<file path="config.mk">
export PLATFORM = sky130hd
export DESIGN_NAME = wake_flag_reg
export DESIGN_NICKNAME = d
export VERILOG_FILES = /design/src/rtl/wkf_pkg.sv /design/src/rtl/wkf_sync.sv /design/src/rtl/wkf_edge_det.sv /design/src/rtl/wkf_flag_bank.sv /design/src/rtl/wake_flag_reg.sv
export SDC_FILE = /design/constraint.sdc
export NUM_CORES = 1
export LEC_CHECK = 0
export ABC_AREA = 0
export BUFFER_PORTS_ARGS = -buffer_cell sky130_fd_sc_hd__buf_2
export CAP_MARGIN = 15
export CORE_ASPECT_RATIO = 1.5
export CORE_MARGIN = 10
export CORE_UTILIZATION = 30
export DETAILED_ROUTE_END_ITERATION = 8
export PLACE_DENSITY = 0.57
export SETUP_SLACK_MARGIN = 0.3
export SLEW_MARGIN = 20
export SYNTH_ARGS = -nofsm -noshare
export SYNTH_HDL_FRONTEND = slang
export SYNTH_SLANG_ARGS = --single-unit
</file>
<file path="constraint.sdc">
create_clock -name clk -period 1.7 [get_ports clk]
set_clock_uncertainty 0.2 [all_clocks]
set_input_delay 0.085 -clock clk [delete_from_list [all_inputs] [get_ports clk]]
set_output_delay 0.085 -clock clk [all_outputs]
set_load 0.01 [all_outputs]
</file>
<file path="src/rtl/wkf_pkg.sv">
package wkf_pkg;
  typedef enum logic {EDGE_RISE = 1'b0, EDGE_FALL = 1'b1} edge_kind_e;

  function automatic logic edge_match(input logic now_lvl, input logic old_lvl,
                                      input edge_kind_e kind);
    return (kind == EDGE_RISE) ? (now_lvl & ~old_lvl) : (~now_lvl & old_lvl);
  endfunction
endpackage

</file>
<file path="src/rtl/wkf_sync.sv">
module wkf_sync #(
  parameter int W      = 6,
  parameter int STAGES = 2
) (
  input  logic         clk,
  input  logic         rst,
  input  logic [W-1:0] din,
  output logic [W-1:0] dout
);
  logic [W-1:0] stage_q [STAGES];

  always_ff @(posedge clk) begin
    if (rst) begin
      for (int k = 0; k < STAGES; k++) stage_q[k] <= '0;
    end else begin
      stage_q[0] <= din;
      for (int k = 1; k < STAGES; k++) stage_q[k] <= stage_q[k-1];
    end
  end

  assign dout = stage_q[STAGES-1];
endmodule

</file>
<file path="src/rtl/wkf_edge_det.sv">
module wkf_edge_det
  import wkf_pkg::*;
#(
  parameter int W           = 6,
  parameter int SYNC_STAGES = 2
) (
  input  logic         clk,
  input  logic         rst,
  input  logic [W-1:0] lvl,
  input  logic [W-1:0] fall_sel,
  output logic [W-1:0] hit
);
  localparam int ARM_LIM = SYNC_STAGES + 1;
  localparam int CW      = $clog2(ARM_LIM + 1);

  logic [W-1:0]  prev_q;
  logic [CW-1:0] arm_q;
  logic          armed;

  always_ff @(posedge clk) begin
    if (rst) begin
      prev_q <= '0;
      arm_q  <= '0;
    end else begin
      prev_q <= lvl;
      if (arm_q != CW'(ARM_LIM)) arm_q <= arm_q + 1'b1;
    end
  end

  assign armed = (arm_q == CW'(ARM_LIM));

  for (genvar i = 0; i < W; i++) begin : g_bit
    assign hit[i] = armed & edge_match(lvl[i], prev_q[i], edge_kind_e'(fall_sel[i]));
  end
endmodule

</file>
<file path="src/rtl/wkf_flag_bank.sv">
module wkf_flag_bank #(
  parameter int W = 6
) (
  input  logic         clk,
  input  logic         rst,
  input  logic [W-1:0] hit,
  input  logic [W-1:0] en,
  input  logic         wr_stb,
  input  logic [W-1:0] wr_bits,
  output logic [W-1:0] flags,
  output logic         irq
);
  logic [W-1:0] set_v, clr_v, next_v;

  assign set_v  = hit & en;
  assign clr_v  = wr_stb ? ~wr_bits : '0;
  assign next_v = (flags & ~clr_v) | set_v;

  always_ff @(posedge clk) begin
    if (rst) begin
      flags <= '0;
      irq   <= 1'b0;
    end else begin
      flags <= next_v;
      irq   <= |next_v;
    end
  end

  // registered request tracks the flag vector
  a_r9_irq_tracks: assert property (@(posedge clk) disable iff (rst)
    irq == (|flags));

  for (genvar i = 0; i < W; i++) begin : g_chk
    // a flag only drops after a write with zero in its bit
    a_r8_sticky: assert property (@(posedge clk) disable iff (rst)
      $fell(flags[i]) |-> $past(wr_stb && !wr_bits[i]));
    // a flag only rises on an enabled pin
    a_r5_enable_gate: assert property (@(posedge clk) disable iff (rst)
      $rose(flags[i]) |-> $past(en[i]));
    // a taken edge always leaves the flag set
    a_r7_set_wins: assert property (@(posedge clk) disable iff (rst)
      (hit[i] && en[i]) |=> flags[i]);
    // writing one keeps a set flag
    a_r6_one_keeps: assert property (@(posedge clk) disable iff (rst)
      (wr_stb && wr_bits[i] && flags[i]) |=> flags[i]);
  end
endmodule

</file>
<file path="src/rtl/wake_flag_reg.sv">
module wake_flag_reg #(
  parameter int NUM_PINS    = 6,
  parameter int REG_W       = 8,
  parameter int SYNC_STAGES = 2
) (
  input  logic                clk,
  input  logic                rst,
  input  logic [NUM_PINS-1:0] wake_pin,
  input  logic [NUM_PINS-1:0] edge_fall,
  input  logic [NUM_PINS-1:0] pin_en,
  input  logic                reg_sel,
  input  logic                reg_wr,
  input  logic [REG_W-1:0]    reg_wdata,
  output logic [REG_W-1:0]    reg_rdata,
  output logic                irq
);
  localparam int RSV_W = REG_W - NUM_PINS;

  logic [NUM_PINS-1:0] sync_lvl, edge_hit, flag_q;
  logic                wr_stb;

  assign wr_stb = reg_sel & reg_wr;

  wkf_sync #(.W(NUM_PINS), .STAGES(SYNC_STAGES)) u_sync (
    .clk(clk), .rst(rst), .din(wake_pin), .dout(sync_lvl)
  );

  wkf_edge_det #(.W(NUM_PINS), .SYNC_STAGES(SYNC_STAGES)) u_edge (
    .clk(clk), .rst(rst), .lvl(sync_lvl), .fall_sel(edge_fall), .hit(edge_hit)
  );

  wkf_flag_bank #(.W(NUM_PINS)) u_flags (
    .clk(clk), .rst(rst), .hit(edge_hit), .en(pin_en), .wr_stb(wr_stb),
    .wr_bits(reg_wdata[NUM_PINS-1:0]), .flags(flag_q), .irq(irq)
  );

  assign reg_rdata = {{RSV_W{1'b1}}, flag_q};

  // an unselected write leaves the flags as they were or sets more
  a_r10_unselected: assert property (@(posedge clk) disable iff (rst)
    (!reg_sel && $past(!rst)) |=> ((flag_q & $past(flag_q)) == $past(flag_q)));
endmodule

</file>
== Word-level counts from Yosys, hierarchy flattened ==
Memory sizes are Yosys's and may differ from the RTL's.
Index checks and enable logic that the tools add are counted.

* $add $sub $neg: 1
* Equal/unequal tests: 2
* Multiplexer cells: 12
* Reductions and logical operators: 1
* Bitwise operators: 38

{| class="wikitable"
|+ Operators with widths
! cell !! number
|-
| 1-bit bitwise AND || 19
|-
| 6-bit 2-to-1 mux || 3
|-
| 6-bit bitwise AND || 2
|-
| 1-bit NOT || 12
|-
| 6-bit NOT || 2
|-
| 1-bit 2-to-1 mux || 9
|-
| 6-bit bitwise OR || 1
|-
| 6-bit OR reduction || 1
|-
| 2-bit by 1-bit adder with 2-bit output (second input constant) || 1
|-
| 2-bit == test (second input constant) || 1
|-
| 2-bit inequality test (second input constant) || 1
|-
| 1-bit bitwise OR || 2
|}

* Memory bits (writable): 12
* Input bits: 30
* Bits in registers: 15
* Output and inout port bits: 9
* Logic and storage cells: 59
* Memories kept: 1

{| class="wikitable"
|+ Memory list
! memory !! depth !! width !! rd ports !! clocked after Yosys merged registers in !! write ports !! RTL line !! source
|-
| u_sync.stage_q || 2 || 6 || 2 || 0 || 2 || wkf_sync.sv:10 || <nowiki>logic [W-1:0] stage_q [STAGES];</nowiki>
|}

== Longest topological paths before layout ==
Gate-level depths: netlist of the first run.
An unclocked memory read counts as a cell.

* Depth after elaboration: 8
* Gate-level depth with buffers: 6
* Depth with buffers taken out: 5

== Cells and area by module ==
From an unflattened synthesis of the first run, not the netlist that was laid out.

* Cells, all modules: 101
* Area total of the unflattened synthesis: 1112.3 um2

{| class="wikitable"
|+ By module, submodules not included
! module !! sequential area each (um2) !! area each (um2) !! cells an instance !! instances
|-
| wkf_sync || 240.2 || 411.6 || 31 || 1
|-
| wkf_edge_det || 160.2 || 390.4 || 38 || 1
|-
| wkf_flag_bank || 140.1 || 285.3 || 28 || 1
|-
| wake_flag_reg || 0.0 || 25.0 || 4 || 1
|}

== Worst setup path before layout of the first run ==
Ideal clock, no wire load.

* Path kind: register -> register
* From: reg u_edge.arm_q[0]
* To: reg u_flags.irq
* Data required time: 1.359 ns
* Cell stages (with the launch flop): 6
* Clock period less this slack: 1.572 ns
* Path slack: 0.128 ns
* Buffers on the path: 1
* Library setup time: 0.141 ns
* Data arrival time: 1.231 ns
* Cells stage by stage: dfxtp_1 ha_1 buf_2 and2_1 a2111oi_1 a41oi_1

* Cells in the longest elaborated chain, start to end: 5
* Elaborated cells on any way between the ends: 10
* Classes of those cells: eq/ne (1); bitwise (8); reduce/logical (1)

{| class="wikitable"
|+ RTL lines
! what !! RTL line !! source
|-
| start, declared || wkf_edge_det.sv:17 || <nowiki>logic [CW-1:0] arm_q;</nowiki>
|-
| start signal, assigned || wkf_edge_det.sv:26 || <nowiki>if (arm_q != CW'(ARM_LIM)) arm_q <= arm_q + 1'b1;</nowiki>
|-
| 2-bit == test (*) || wkf_edge_det.sv:30 || <nowiki>assign armed = (arm_q == CW'(ARM_LIM));</nowiki>
|-
| 1-bit bitwise AND || wkf_edge_det.sv:33 || <nowiki>assign hit[i] = armed & edge_match(lvl[i], prev_q[i], edge_kind_e'(fall_sel[i]));</nowiki>
|-
| 6-bit bitwise AND (*) || wkf_flag_bank.sv:15 || <nowiki>assign set_v = hit & en;</nowiki>
|-
| 6-bit bitwise OR (*) || wkf_flag_bank.sv:17 || <nowiki>assign next_v = (flags & ~clr_v) | set_v;</nowiki>
|-
| 6-bit OR reduction (*) || wkf_flag_bank.sv:25 || <nowiki>irq <= |next_v;</nowiki>
|-
| end signal, assigned || wkf_flag_bank.sv:25 ||
|-
| end, declared || wkf_flag_bank.sv:11 || <nowiki>output logic irq</nowiki>
|}

Mark *: on every way between the ends. The rest lies on a longest branch, timed or not.
A chain may end at the register's enable or synchronous reset.

== Final worst setup path of the first run ==
Same ends and word-level chain as after synthesis.

==> results of run 1 <==
flip-flops by register name (all words and copies together) (netlist names):
signal          count
u_edge.arm_q        2
u_flags.flags       6
u_flags.irq         1
u_sync.stage_q     12
u_edge.prev_q       6
layout by cell type (no fill, tap or decap):
cell type / netlist / final
clkinv_2: 0 / 1
conb_1: 1 / 2
or3b_1: 2 / 2
nand3b_1: 2 / 2
a21oi_2: 2 / 1
clkbuf_8: 0 / 3
a2111oi_4: 0 / 2
dfxtp_2: 0 / 4
o22ai_4: 1 / 1
xor2_1: 1 / 1
o22ai_2: 0 / 1
buf_4: 2 / 2
nor2b_1: 18 / 18
ha_4: 0 / 1
o21a_1: 6 / 6
nand2_1: 6 / 6
nand2_2: 1 / 1
mux2i_1: 1 / 1
buf_2: 1 / 34
o22ai_1: 3 / 2
dfxtp_1: 27 / 23
nand2b_1: 4 / 4
nor2_1: 10 / 10
a21oi_1: 2 / 2
and2_4: 0 / 2
a21oi_4: 0 / 1
dlygate4sd3_1: 0 / 10
a41oi_1: 1 / 1
a31oi_1: 2 / 2
power by group through the flow:
stage	combinational, uW	clock (uW)	sequential [uW]
after CTS	156	367	683
after floorplan	80.5	0	689
after global placement	117	0	689
after global routing	174	398	687
after detailed placement	123	0	691
final	155	350	683
kinds of logic (layout without fill, tap and decap cells):
group           after synthesis  after routing
fa+ha+maj                     1              1
xor+xnor                      1              1
other cells                   1              2
buf+inv                       5             50
simple gates                 45             45
flops                        27             27
mux                           1              1
compound gates               19             19
worst min-delay path, cell delays in order:
cell	delay (ns)
buf_2	0.10
nand2_1	0.07
a21oi_2	0.05
nor2_1	0.09
nor2_1	0.04
through the flow:
step	util [%]	area, um2	std cells	hold slack [ns]	setup slack, ns
2_1_floorplan	-	1060	101	-0.0434	0.240
3_3_place_gp	39.0	1240	170	0.0923	0.221
5_1_grt	44.9	1430	186	0.0178	0.218
3_5_place_dp	39.0	1240	170	0.0983	0.204
4_1_cts	44.7	1430	186	0.00467	0.265
6_report	44.9	1430	186	0.00819	0.274
area by class of cell:
type / instances / area share (%)
clock buffers: 3 / 2.88
clock inverters: 1 / 0.349
multi-input cells: 69 / 35.3
flip-flops and latches: 27 / 38.0
well taps: 40 / 3.49
repair buffers: 46 / 19.9
repair_timing:
action                                 4_1_cts  5_1_grt
setup endpoints to repair                    1        3
hold buffers                                10        0
resized for setup                            6        1
gates cloned                                 0        0
endpoints found under the hold margin        8        0
buffers inserted                             2        0
pin swaps                                    5        2
routing by layer:
metal / up-vias / global-route usage (%) / share of wire (%)
met4: 0 / 3.61 / 0.92
met2: 23 / 13.7 / 51
met3: 2 / 3.35 / 10
met5: - / 0 / 0
li1: 422 / - / -
met1: 373 / 7.32 / 38
synth_stat cells (2+ instances only):
cell type  instances  area share (%)
nand2b_1           4             2.5
clkbuf_1           2            0.75
o21a_1             6             4.5
a21oi_1            2             1.0
a21oi_2            2             1.7
dfxtp_1           27              54
and2_1             2             1.2
a31oi_1            2             1.2
nor2b_1           18              11
or3b_1             2             1.7
nand3b_1           2             1.5
a2111oi_1          2             2.0
nand2_1            6             2.2
nor2_1            10             3.7
buf_4              2             1.5
o22ai_1            3             1.9
worst max path at each step:
stage,depth (start not counted),slack (ns),endpoint
detailed placement,4,0.20,u_flags.irq
global placement,4,0.22,u_flags.irq
global route,4,0.22,u_flags.irq
CTS,4,0.26,u_flags.irq
finish,4,0.27,u_flags.irq
floorplan,5,0.24,u_flags.irq
==> tab_implementation.tex, run 1 <==
\begin{tabular}{lr}
\hline
Metric & Value \\
\hline
\multicolumn{2}{l}{\textbf{Status}} \\
\quad Outcome & completed \\
\multicolumn{2}{l}{\textbf{Clock network}} \\
\quad TritonCTS buffer count & 3 \\
\quad Clock latency of the later-clocked register in the worst-skew pair & 0.26 ns \\
\quad Clk slew on worst S/H paths & 0.09 ns \\
\quad Library cell used as clock root buffer & clkbuf\_8 \\
\quad CTS tree & yes \\
\quad Level count of the clock H-tree & 1 \\
\quad Clock buffer depth & 2 \\
\quad Sinks on the clock net & 27 \\
\multicolumn{2}{l}{\textbf{Routing}} \\
\quad Total Routed Length & 2290 um \\
\quad Vias after detailed routing & 820 \\
\quad Avg WL per Cell & 12.3 um \\
\quad Antenna-violating nets left & 0 \\
\quad Iter 0 DRT Violations & 9 \\
\quad Initial DRT Pass Iterations & 4 \\
\quad Number of remaining DRC errors & 0 \\
\quad Via density per instance & 4.41 \\
\multicolumn{2}{l}{\textbf{GRT}} \\
\quad Global-route wire length before repair & 3820 um \\
\quad All-layer global routing usage & 7.79\% \\
\quad Number of global-route vias before repair & 860 \\
\quad Antenna violations before repair & 0 \\
\quad Overflow left after global routing & 0 \\
\quad Pin count of the biggest net entering global routing & 28 \\
\multicolumn{2}{l}{\textbf{Timing}} \\
\quad Final Slew Violations & 0 \\
\quad Unrepaired setup endpoints after global routing & yes \\
\quad Final critical-path required period & 1.43 ns \\
\quad Share of the clock period used by the worst path & 83.9\% \\
\quad Final hold violations & 0 \\
\quad Final total negative setup slack & 0 ns \\
\quad Number of setup violations in the final report & 0 \\
\quad Upper clock frequency limit & 701 MHz \\
\multicolumn{2}{l}{\textbf{Synth}} \\
\quad Post-synthesis cell area & 1000 um2 \\
\quad Fraction of registers with async set or reset after synthesis & 0\% \\
\quad Part of the Yosys area used for sequential elements & 53.8\% \\
\quad Average footprint of a synthesized cell & 10.0 um2 \\
\quad Share of synthesized cell area in and, or, nand and nor gates & 24.8\% \\
\quad Post-synthesis cell type count & 24 \\
\quad Synthesized instance count & 100 \\
\quad Largest family of logic cells by synthesized area & simple AND/OR/NAND/NOR gates \\
\quad Post-synthesis mux area share & 0.996\% \\
\quad EDFF count, synth & 0 \\
\quad Predominant post-synthesis flop cell & dfxtp\_1 \\
\quad Number of synthesis warnings & 0 \\
\quad Synthesized-area fraction occupied by xor and xnor cells & 0.872\% \\
\quad Adder and majority gate portion of the synthesized area & 1.25\% \\
\quad Flip-flop and latch count after synthesis & 27 \\
\quad Compound-Gate Fraction of Synth Area & 15.2\% \\
\multicolumn{2}{l}{\textbf{Floorplan}} \\
\quad DIE AREA & 6110 um2 \\
\quad Effective utilization at floorplan & 31.5\% \\
\quad Floorplan die height & 90.9 um \\
\quad Num rows & 25 \\
\quad Boundary pin count & 39 \\
\quad Chip width & 67.3 um \\
\quad Core Box Area & 3190 um2 \\
\multicolumn{2}{l}{\textbf{Power}} \\
\quad Overall power after layout & 1190 uW \\
\quad Switching power & 270 uW \\
\quad Sequential Power Share & 57.5\% \\
\quad Logic pwr share & 13.1\% \\
\quad Internal & 919 uW \\
\quad Proportion of power drawn by the clock network & 29.4\% \\
\quad Pwr per Cell Area & 829 nW/um2 \\
\quad Highest ir drop seen on vdd & 0.450 mV \\
\quad Leakage power total & 0.000594 uW \\
\quad Switching share of total power & 22.7\% \\
\multicolumn{2}{l}{\textbf{Worst hold path}} \\
\quad Type of the most critical hold path & in -> reg \\
\quad Terminating pin of the worst hold path & u\_flags.flags[1] \\
\quad Hold path depth & 5 \\
\quad Origin of the worst min-delay path & pin\_en[1] \\
\multicolumn{2}{l}{\textbf{Setup path}} \\
\quad Worst setup path category & reg -> reg \\
\quad Category of the worst setup path launch point & register \\
\quad Reg-to-reg critical path endpoint & u\_flags.irq \\
\quad Startpoint of the worst-slack reg-to-reg timing path & u\_edge.arm\_q[0] \\
\quad Register-to-register setup slack & 0.27 ns \\
\quad Worst Reg-to-Reg Cells & 4 \\
\quad Largest fanout on the critical path & 6 \\
\quad Crit end category & register \\
\quad Buffers \& Inverters on Critical Path & 0 \\
\quad Crit-path slowest cell & dfxtp\_2 \\
\quad Delay of the slowest cell on the worst path & 0.35 ns \\
\quad Required time worst endpoint & 1.63 ns \\
\quad CP top delay family & compound AO/OA/AOI/OAI gates \\
\quad Endpoint arrival time on the critical path & 1.36 ns \\
\quad List of cells traversed by the critical path & ha\_4 > and2\_4 > a2111oi\_4 > a41oi\_1 \\
\quad Worst Setup SP & u\_edge.arm\_q[0] \\
\multicolumn{2}{l}{\textbf{Final layout}} \\
\quad Footprint of the flip-flops and latches & 546 um2 \\
\quad Area growth from synthesis to layout & 42.7\% \\
\quad Number of diodes added for antenna fixing & 0 \\
\quad Multi-input combinational cell area & 507 um2 \\
\quad Final nets & 178 \\
\quad Fraction of layout instances using a drive strength above 1 & 37.0\% \\
\quad Number of filler instances in the final layout & 348 \\
\multicolumn{2}{l}{\textbf{Placed design}} \\
\quad Number of port buffers & 34 \\
\quad Detail Placement HPWL & 1780 um \\
\quad Final weighted congestion in routability-driven placement & 0.728 \\
\multicolumn{2}{l}{\textbf{Run}} \\
\quad MaxCap Viol Count & 0 \\
\hline
\end{tabular}
Power figures use the tool's default switching activity.
==> run 2: changes to the inputs <==
==> constraint.sdc (replaced) <==
create_clock -name clk -period 1.3 [get_ports clk]
set_clock_uncertainty 0.2 [all_clocks]
set_input_delay 0.065 -clock clk [delete_from_list [all_inputs] [get_ports clk]]
set_output_delay 0.065 -clock clk [all_outputs]
set_load 0.01 [all_outputs]
==> tab_implementation.tex, run 2 (synthesis gave the netlist of run 1 again) <==
\begin{tabular}{lr}
\hline
Metric & Value \\
\hline
\multicolumn{2}{l}{\textbf{Routing}} \\
\quad Initial DRT Pass Iterations & 3 \\
\quad Total Routed Length & 2260 um \\
\quad Iter 0 DRT Violations & 8 \\
\quad Antenna-violating nets left & 0 \\
\quad Number of remaining DRC errors & 0 \\
\quad Vias after detailed routing & 815 \\
\quad Avg WL per Cell & 12.1 um \\
\quad Via density per instance & 4.36 \\
\multicolumn{2}{l}{\textbf{Power}} \\
\quad Switching power & 351 uW \\
\quad Internal & 1220 uW \\
\quad Pwr per Cell Area & 1020 nW/um2 \\
\quad Logic pwr share & 14.8\% \\
\quad Sequential Power Share & 56.7\% \\
\quad Leakage power total & 0.000618 uW \\
\quad Switching share of total power & 22.3\% \\
\quad Proportion of power drawn by the clock network & 28.5\% \\
\quad Highest ir drop seen on vdd & 0.666 mV \\
\multicolumn{2}{l}{\textbf{Clock network}} \\
\quad CTS tree & yes \\
\quad Sinks on the clock net & 27 \\
\quad Clock buffer depth & 2 \\
\quad Level count of the clock H-tree & 1 \\
\quad Number of buffers added to fix hold violations after cts & 6 \\
\quad Clk slew on worst S/H paths & 0.08 ns \\
\quad Library cell used as clock root buffer & clkbuf\_8 \\
\quad Clock latency of the later-clocked register in the worst-skew pair & 0.26 ns \\
\quad TritonCTS buffer count & 3 \\
\multicolumn{2}{l}{\textbf{Timing}} \\
\quad Number of setup violations in the final report & 2 \\
\quad Final Slew Violations & 0 \\
\quad Upper clock frequency limit & 691 MHz \\
\quad Smallest setup slack after layout & -0.148 ns \\
\quad Final hold violations & 6 \\
\quad Final total negative setup slack & -0.159 ns \\
\quad Unrepaired setup endpoints after global routing & yes \\
\quad Share of the clock period used by the worst path & 111\% \\
\quad Final critical-path required period & 1.45 ns \\
\quad Worst Hold Margin & -0.107 ns \\
\multicolumn{2}{l}{\textbf{Floorplan}} \\
\quad Effective utilization at floorplan & 31.5\% \\
\quad Boundary pin count & 39 \\
\quad DIE AREA & 6110 um2 \\
\quad Floorplan die height & 90.9 um \\
\quad Chip width & 67.3 um \\
\quad Core Box Area & 3190 um2 \\
\quad Num rows & 25 \\
\multicolumn{2}{l}{\textbf{Setup path}} \\
\quad Required time worst endpoint & 1.23 ns \\
\quad Category of the worst setup path launch point & register \\
\quad Worst setup path category & reg -> reg \\
\quad Register-to-register setup slack & -0.15 ns \\
\quad Largest fanout on the critical path & 6 \\
\quad Crit end category & register \\
\quad Endpoint arrival time on the critical path & 1.38 ns \\
\multicolumn{2}{l}{\textbf{Placed design}} \\
\quad Number of instances in the placed design & 174 \\
\quad Detail Placement HPWL & 1770 um \\
\quad Number of port buffers & 34 \\
\quad Final weighted congestion in routability-driven placement & 0.665 \\
\quad Setup WS pre-CTS & -0.166 ns \\
\multicolumn{2}{l}{\textbf{Final layout}} \\
\quad Number of diodes added for antenna fixing & 0 \\
\quad Final nets & 179 \\
\quad Max FFs per register & 12 \\
\quad Most flop-heavy register & u\_sync.stage\_q \\
\quad Final Non-Filler Cells & 187 \\
\quad Area growth from synthesis to layout & 53.1\% \\
\quad Biggest regs & u\_sync.stage\_q x12, u\_edge.prev\_q x6, u\_flags.flags x6 \\
\quad Fraction of layout instances using a drive strength above 1 & 48.3\% \\
\quad Leading cell types in the layout, fill and taps excluded & buf\_2 (28), nor2b\_1 (18), dfxtp\_1 (17) \\
\quad Most common cell after layout, fill and taps aside & buf\_2 \\
\multicolumn{2}{l}{\textbf{Status}} \\
\quad Failing checks & hold timing, setup timing \\
\quad Outcome & finished, violations left \\
\multicolumn{2}{l}{\textbf{Run}} \\
\quad MaxCap Viol Count & 0 \\
\multicolumn{2}{l}{\textbf{GRT}} \\
\quad Overflow left after global routing & 0 \\
\quad Pin count of the biggest net entering global routing & 28 \\
\quad Number of global-route vias before repair & 839 \\
\quad All-layer global routing usage & 7.73\% \\
\quad Global-route wire length before repair & 3710 um \\
\quad Antenna violations before repair & 0 \\
\multicolumn{2}{l}{\textbf{Worst hold path}} \\
\quad Type of the most critical hold path & in -> reg \\
\hline
\end{tabular}
-- run 2: changes by cell type in the layout (fill, tap and decap cells not counted), moves of 2 or more --
cell,before,now
dfxtp_2,4,10
dlygate4sd3_1,10,6
a31oi_4,0,2
buf_4,2,5
a31oi_1,2,0
buf_2,34,28
a21oi_1,2,0
buf_6,0,8
a21oi_2,1,3
dfxtp_1,23,17
-- run 2: path summary, 6_finish.rpt --
check                                          start              endpoint  cells after the start
worst max-delay path                 u_edge.arm_q[0]           u_flags.irq                      4
worst min-delay path                       pin_en[3]      u_flags.flags[3]                      3
worst max register to register       u_edge.arm_q[0]           u_flags.irq                      4
worst min register to register  u_sync.stage_q[0][1]  u_sync.stage_q[0][7]                      1
-- run 2: per-stage QoR --
step                      power (uW)  instance area [um2]  utilization (%)
after floorplan                 1020                 1070                -
after global placement          1090                 1290             40.4
after detailed placement        1100                 1290             40.4
after CTS                       1590                 1460             45.6
after global routing            1680                 1540             48.2
final                           1580                 1540             48.2
-- run 2: routing by layer --
| metal | global-route usage (%) | vias up | wire, um |
|---|---|---|---|
| met1 | 7.91 | 367 | 865 |
| met3 | 3.11 | 2 | 200 |
| li1 | - | 424 | - |
| met4 | 4.12 | 0 | 23 |
| met5 | 0 | - | 0 |
| met2 | 12.8 | 22 | 1170 |
-- run 2: layout make-up --
class	count	area, um2
timing repair buffer	47	328
multi-input combinational	69	562
tap	40	50.0
sequential	27	553
fill	316	1650
clock buffer	4	45.0
-- run 2: worst max-delay path: stages, from the launching register on --
cell and delay [ns]:
dfxtp_2 0.34, ha_4 0.18, and2_4 0.15, a2111oi_4 0.31, a41oi_2 0.14
-- run 2: timing repair --
item	in CTS	in global routing
hold endpoints to repair	12	5
endpoints found under the setup margin	13	16
gates resized for setup	13	13
buffers inserted	1	2
gates cloned	0	0
pin swaps	8	3
-- run 2: power by group through the flow --
stage	clock, uW	combinational [uW]	sequential (uW)
6_report	449	233	894
5_1_grt	518	258	899
4_1_cts	480	217	893
3_5_place_dp	0	190	912
3_3_place_gp	0	181	909
2_1_floorplan	0	109	910
==> run 3: changes to the inputs <==
==> constraint.sdc (replaced) <==
create_clock -name clk -period 1.3 [get_ports clk]
set_clock_uncertainty 0.2 [all_clocks]
set_input_delay 0.39 -clock clk [delete_from_list [all_inputs] [get_ports clk]]
set_output_delay 0.39 -clock clk [all_outputs]
set_load 0.01 [all_outputs]
==> tab_implementation.tex, run 3 (synthesis gave the netlist of run 1 again) <==
\begin{tabular}{lr}
\hline
Metric & Value \\
\hline
\multicolumn{2}{l}{\textbf{Status}} \\
\quad Outcome & finished, violations left \\
\quad Failing checks & setup timing \\
\multicolumn{2}{l}{\textbf{Timing}} \\
\quad Unrepaired setup endpoints after global routing & yes \\
\quad Number of setup violations in the final report & 5 \\
\quad Final Slew Violations & 0 \\
\quad Smallest setup slack after layout & -0.120 ns \\
\quad Final hold violations & 0 \\
\quad Upper clock frequency limit & 704 MHz \\
\quad Final critical-path required period & 1.42 ns \\
\quad Share of the clock period used by the worst path & 109\% \\
\multicolumn{2}{l}{\textbf{Clock network}} \\
\quad Level count of the clock H-tree & 1 \\
\quad Clk slew on worst S/H paths & 0.09 ns \\
\quad Number of buffers added to fix hold violations after cts & 0 \\
\quad TritonCTS buffer count & 3 \\
\quad CTS tree & yes \\
\quad Clock latency of the later-clocked register in the worst-skew pair & 0.27 ns \\
\quad Clock buffer depth & 2 \\
\quad Sinks on the clock net & 27 \\
\quad Library cell used as clock root buffer & clkbuf\_8 \\
\multicolumn{2}{l}{\textbf{Power}} \\
\quad Highest ir drop seen on vdd & 0.546 mV \\
\quad Leakage power total & 0.000616 uW \\
\quad Overall power after layout & 1580 uW \\
\quad Pwr per Cell Area & 1030 nW/um2 \\
\multicolumn{2}{l}{\textbf{Floorplan}} \\
\quad Boundary pin count & 39 \\
\quad Num rows & 25 \\
\quad Floorplan die height & 90.9 um \\
\quad Chip width & 67.3 um \\
\quad DIE AREA & 6110 um2 \\
\quad Effective utilization at floorplan & 31.5\% \\
\quad Core Box Area & 3190 um2 \\
\multicolumn{2}{l}{\textbf{GRT}} \\
\quad Overflow left after global routing & 0 \\
\quad Global-route wire length before repair & 3660 um \\
\quad Antenna violations before repair & 0 \\
\quad All-layer global routing usage & 7.71\% \\
\quad Number of global-route vias before repair & 852 \\
\quad Pin count of the biggest net entering global routing & 15 \\
\multicolumn{2}{l}{\textbf{Final layout}} \\
\quad Final Non-Filler Cells & 184 \\
\quad Area growth from synthesis to layout & 52.8\% \\
\quad Final nets & 176 \\
\quad Fraction of layout instances using a drive strength above 1 & 52.8\% \\
\quad Leading cell types in the layout, fill and taps excluded & buf\_2 (27), nor2b\_1 (18), dfxtp\_1 (16) \\
\quad Final instance area & 1540 um2 \\
\quad Post-layout utilization of the core & 48.1\% \\
\quad Most common cell after layout, fill and taps aside & buf\_2 \\
\quad Number of filler instances in the final layout & 312 \\
\quad Most flop-heavy register & u\_sync.stage\_q \\
\quad Biggest regs & u\_sync.stage\_q x12, u\_edge.prev\_q x6, u\_flags.flags x6 \\
\quad Number of diodes added for antenna fixing & 0 \\
\quad Max FFs per register & 12 \\
\quad Footprint of the flip-flops and latches & 554 um2 \\
\quad Multi-input combinational cell area & 581 um2 \\
\multicolumn{2}{l}{\textbf{Routing}} \\
\quad Total Routed Length & 2320 um \\
\quad Antenna-violating nets left & 0 \\
\quad Iter 0 DRT Violations & 9 \\
\quad Vias after detailed routing & 818 \\
\quad Via density per instance & 4.45 \\
\quad Avg WL per Cell & 12.6 um \\
\quad Initial DRT Pass Iterations & 4 \\
\quad Number of remaining DRC errors & 0 \\
\multicolumn{2}{l}{\textbf{Placed design}} \\
\quad Detail Placement HPWL & 1870 um \\
\quad Number of instances in the placed design & 179 \\
\quad Final weighted congestion in routability-driven placement & 0.640 \\
\quad Area after DPL & 1350 um2 \\
\quad Number of port buffers & 34 \\
\multicolumn{2}{l}{\textbf{Setup path}} \\
\quad Reg-to-reg critical path endpoint & u\_flags.irq \\
\quad Startpoint of the worst-slack reg-to-reg timing path & u\_edge.arm\_q[1] \\
\quad Crit end category & register \\
\quad Required time worst endpoint & 1.24 ns \\
\quad Endpoint arrival time on the critical path & 1.36 ns \\
\quad Worst Reg-to-Reg Cells & 4 \\
\quad Crit-path slowest cell & dfxtp\_2 \\
\quad Largest fanout on the critical path & 5 \\
\quad Buffers \& Inverters on Critical Path & 0 \\
\quad CP top delay family & compound AO/OA/AOI/OAI gates \\
\quad Worst setup path category & reg -> reg \\
\quad List of cells traversed by the critical path & ha\_4 > and2\_4 > a2111oi\_4 > a41oi\_1 \\
\quad Register-to-register setup slack & -0.12 ns \\
\quad Category of the worst setup path launch point & register \\
\quad Delay of the slowest cell on the worst path & 0.34 ns \\
\multicolumn{2}{l}{\textbf{Worst hold path}} \\
\quad Terminating pin of the worst hold path & u\_sync.stage\_q[0][5] \\
\quad Origin of the worst min-delay path & wake\_pin[5] \\
\quad Hold path depth & 2 \\
\quad Type of the most critical hold path & in -> reg \\
\multicolumn{2}{l}{\textbf{Run}} \\
\quad MaxCap Viol Count & 0 \\
\hline
\end{tabular}
[run 3: worst max path at each step]
stage,from,cells past startpoint,to
after detailed placement,edge_fall[4],5,u_flags.irq
after CTS,u_sync.stage_q[0][7],4,u_flags.irq
after global placement,edge_fall[4],5,u_flags.irq
final,u_edge.arm_q[1],4,u_flags.irq
after global routing,u_edge.arm_q[1],4,u_flags.irq
after floorplan,edge_fall[4],4,u_flags.irq
[run 3: per-stage QoR]
| stage | TNS, ns | setup WS, ns | hold WS, ns |
|---|---|---|---|
| after floorplan | -0.194 | -0.156 | 0.214 |
| after global placement | -0.958 | -0.311 | 0.218 |
| after detailed placement | -1.16 | -0.335 | 0.222 |
| after CTS | -0.273 | -0.131 | 0.121 |
| after global routing | -0.549 | -0.177 | 0.130 |
| final | -0.161 | -0.120 | 0.125 |
[run 3: cell type report]
type | count | share of cell area (%)
Tap cell | 40 | 3.26
Sequential cell | 27 | 36.1
Clock buffer | 4 | 2.93
Multi-Input combinational cell | 69 | 37.8
Timing Repair Buffer | 44 | 19.9
[run 3: per-layer routing]
| metal | GRT usage [%] | share of wire (%) |
|---|---|---|
| met4 | 4.12 | 2.0 |
| met3 | 2.86 | 9.0 |
| met1 | 7.23 | 38 |
| met5 | 0 | 0 |
| met2 | 13.7 | 51 |
[run 3: timing repair]
item,4_1_cts,5_1_grt
setup buffers,1,0
endpoints found under the setup margin,16,16
pin swaps,9,5
resized for setup,20,9
gates cloned,0,0
[run 3: worst register-to-register path, delay by kind of cell (launching register included)]
family | cells | cell delay [ns]
AOI/OAI and AO/OA | 2 | 0.43
adders and majority gates | 1 | 0.17
DFF | 1 | 0.34
and+or+nand+nor | 1 | 0.15
[run 3: power by group]
| part | internal, uW | switching (uW) | total [uW] |
|---|---|---|---|
| clock | 219 | 245 | 464 |
| combinational | 127 | 95.0 | 222 |
| sequential | 869 | 26.3 | 896 |
| total | 1220 | 366 | 1580 |
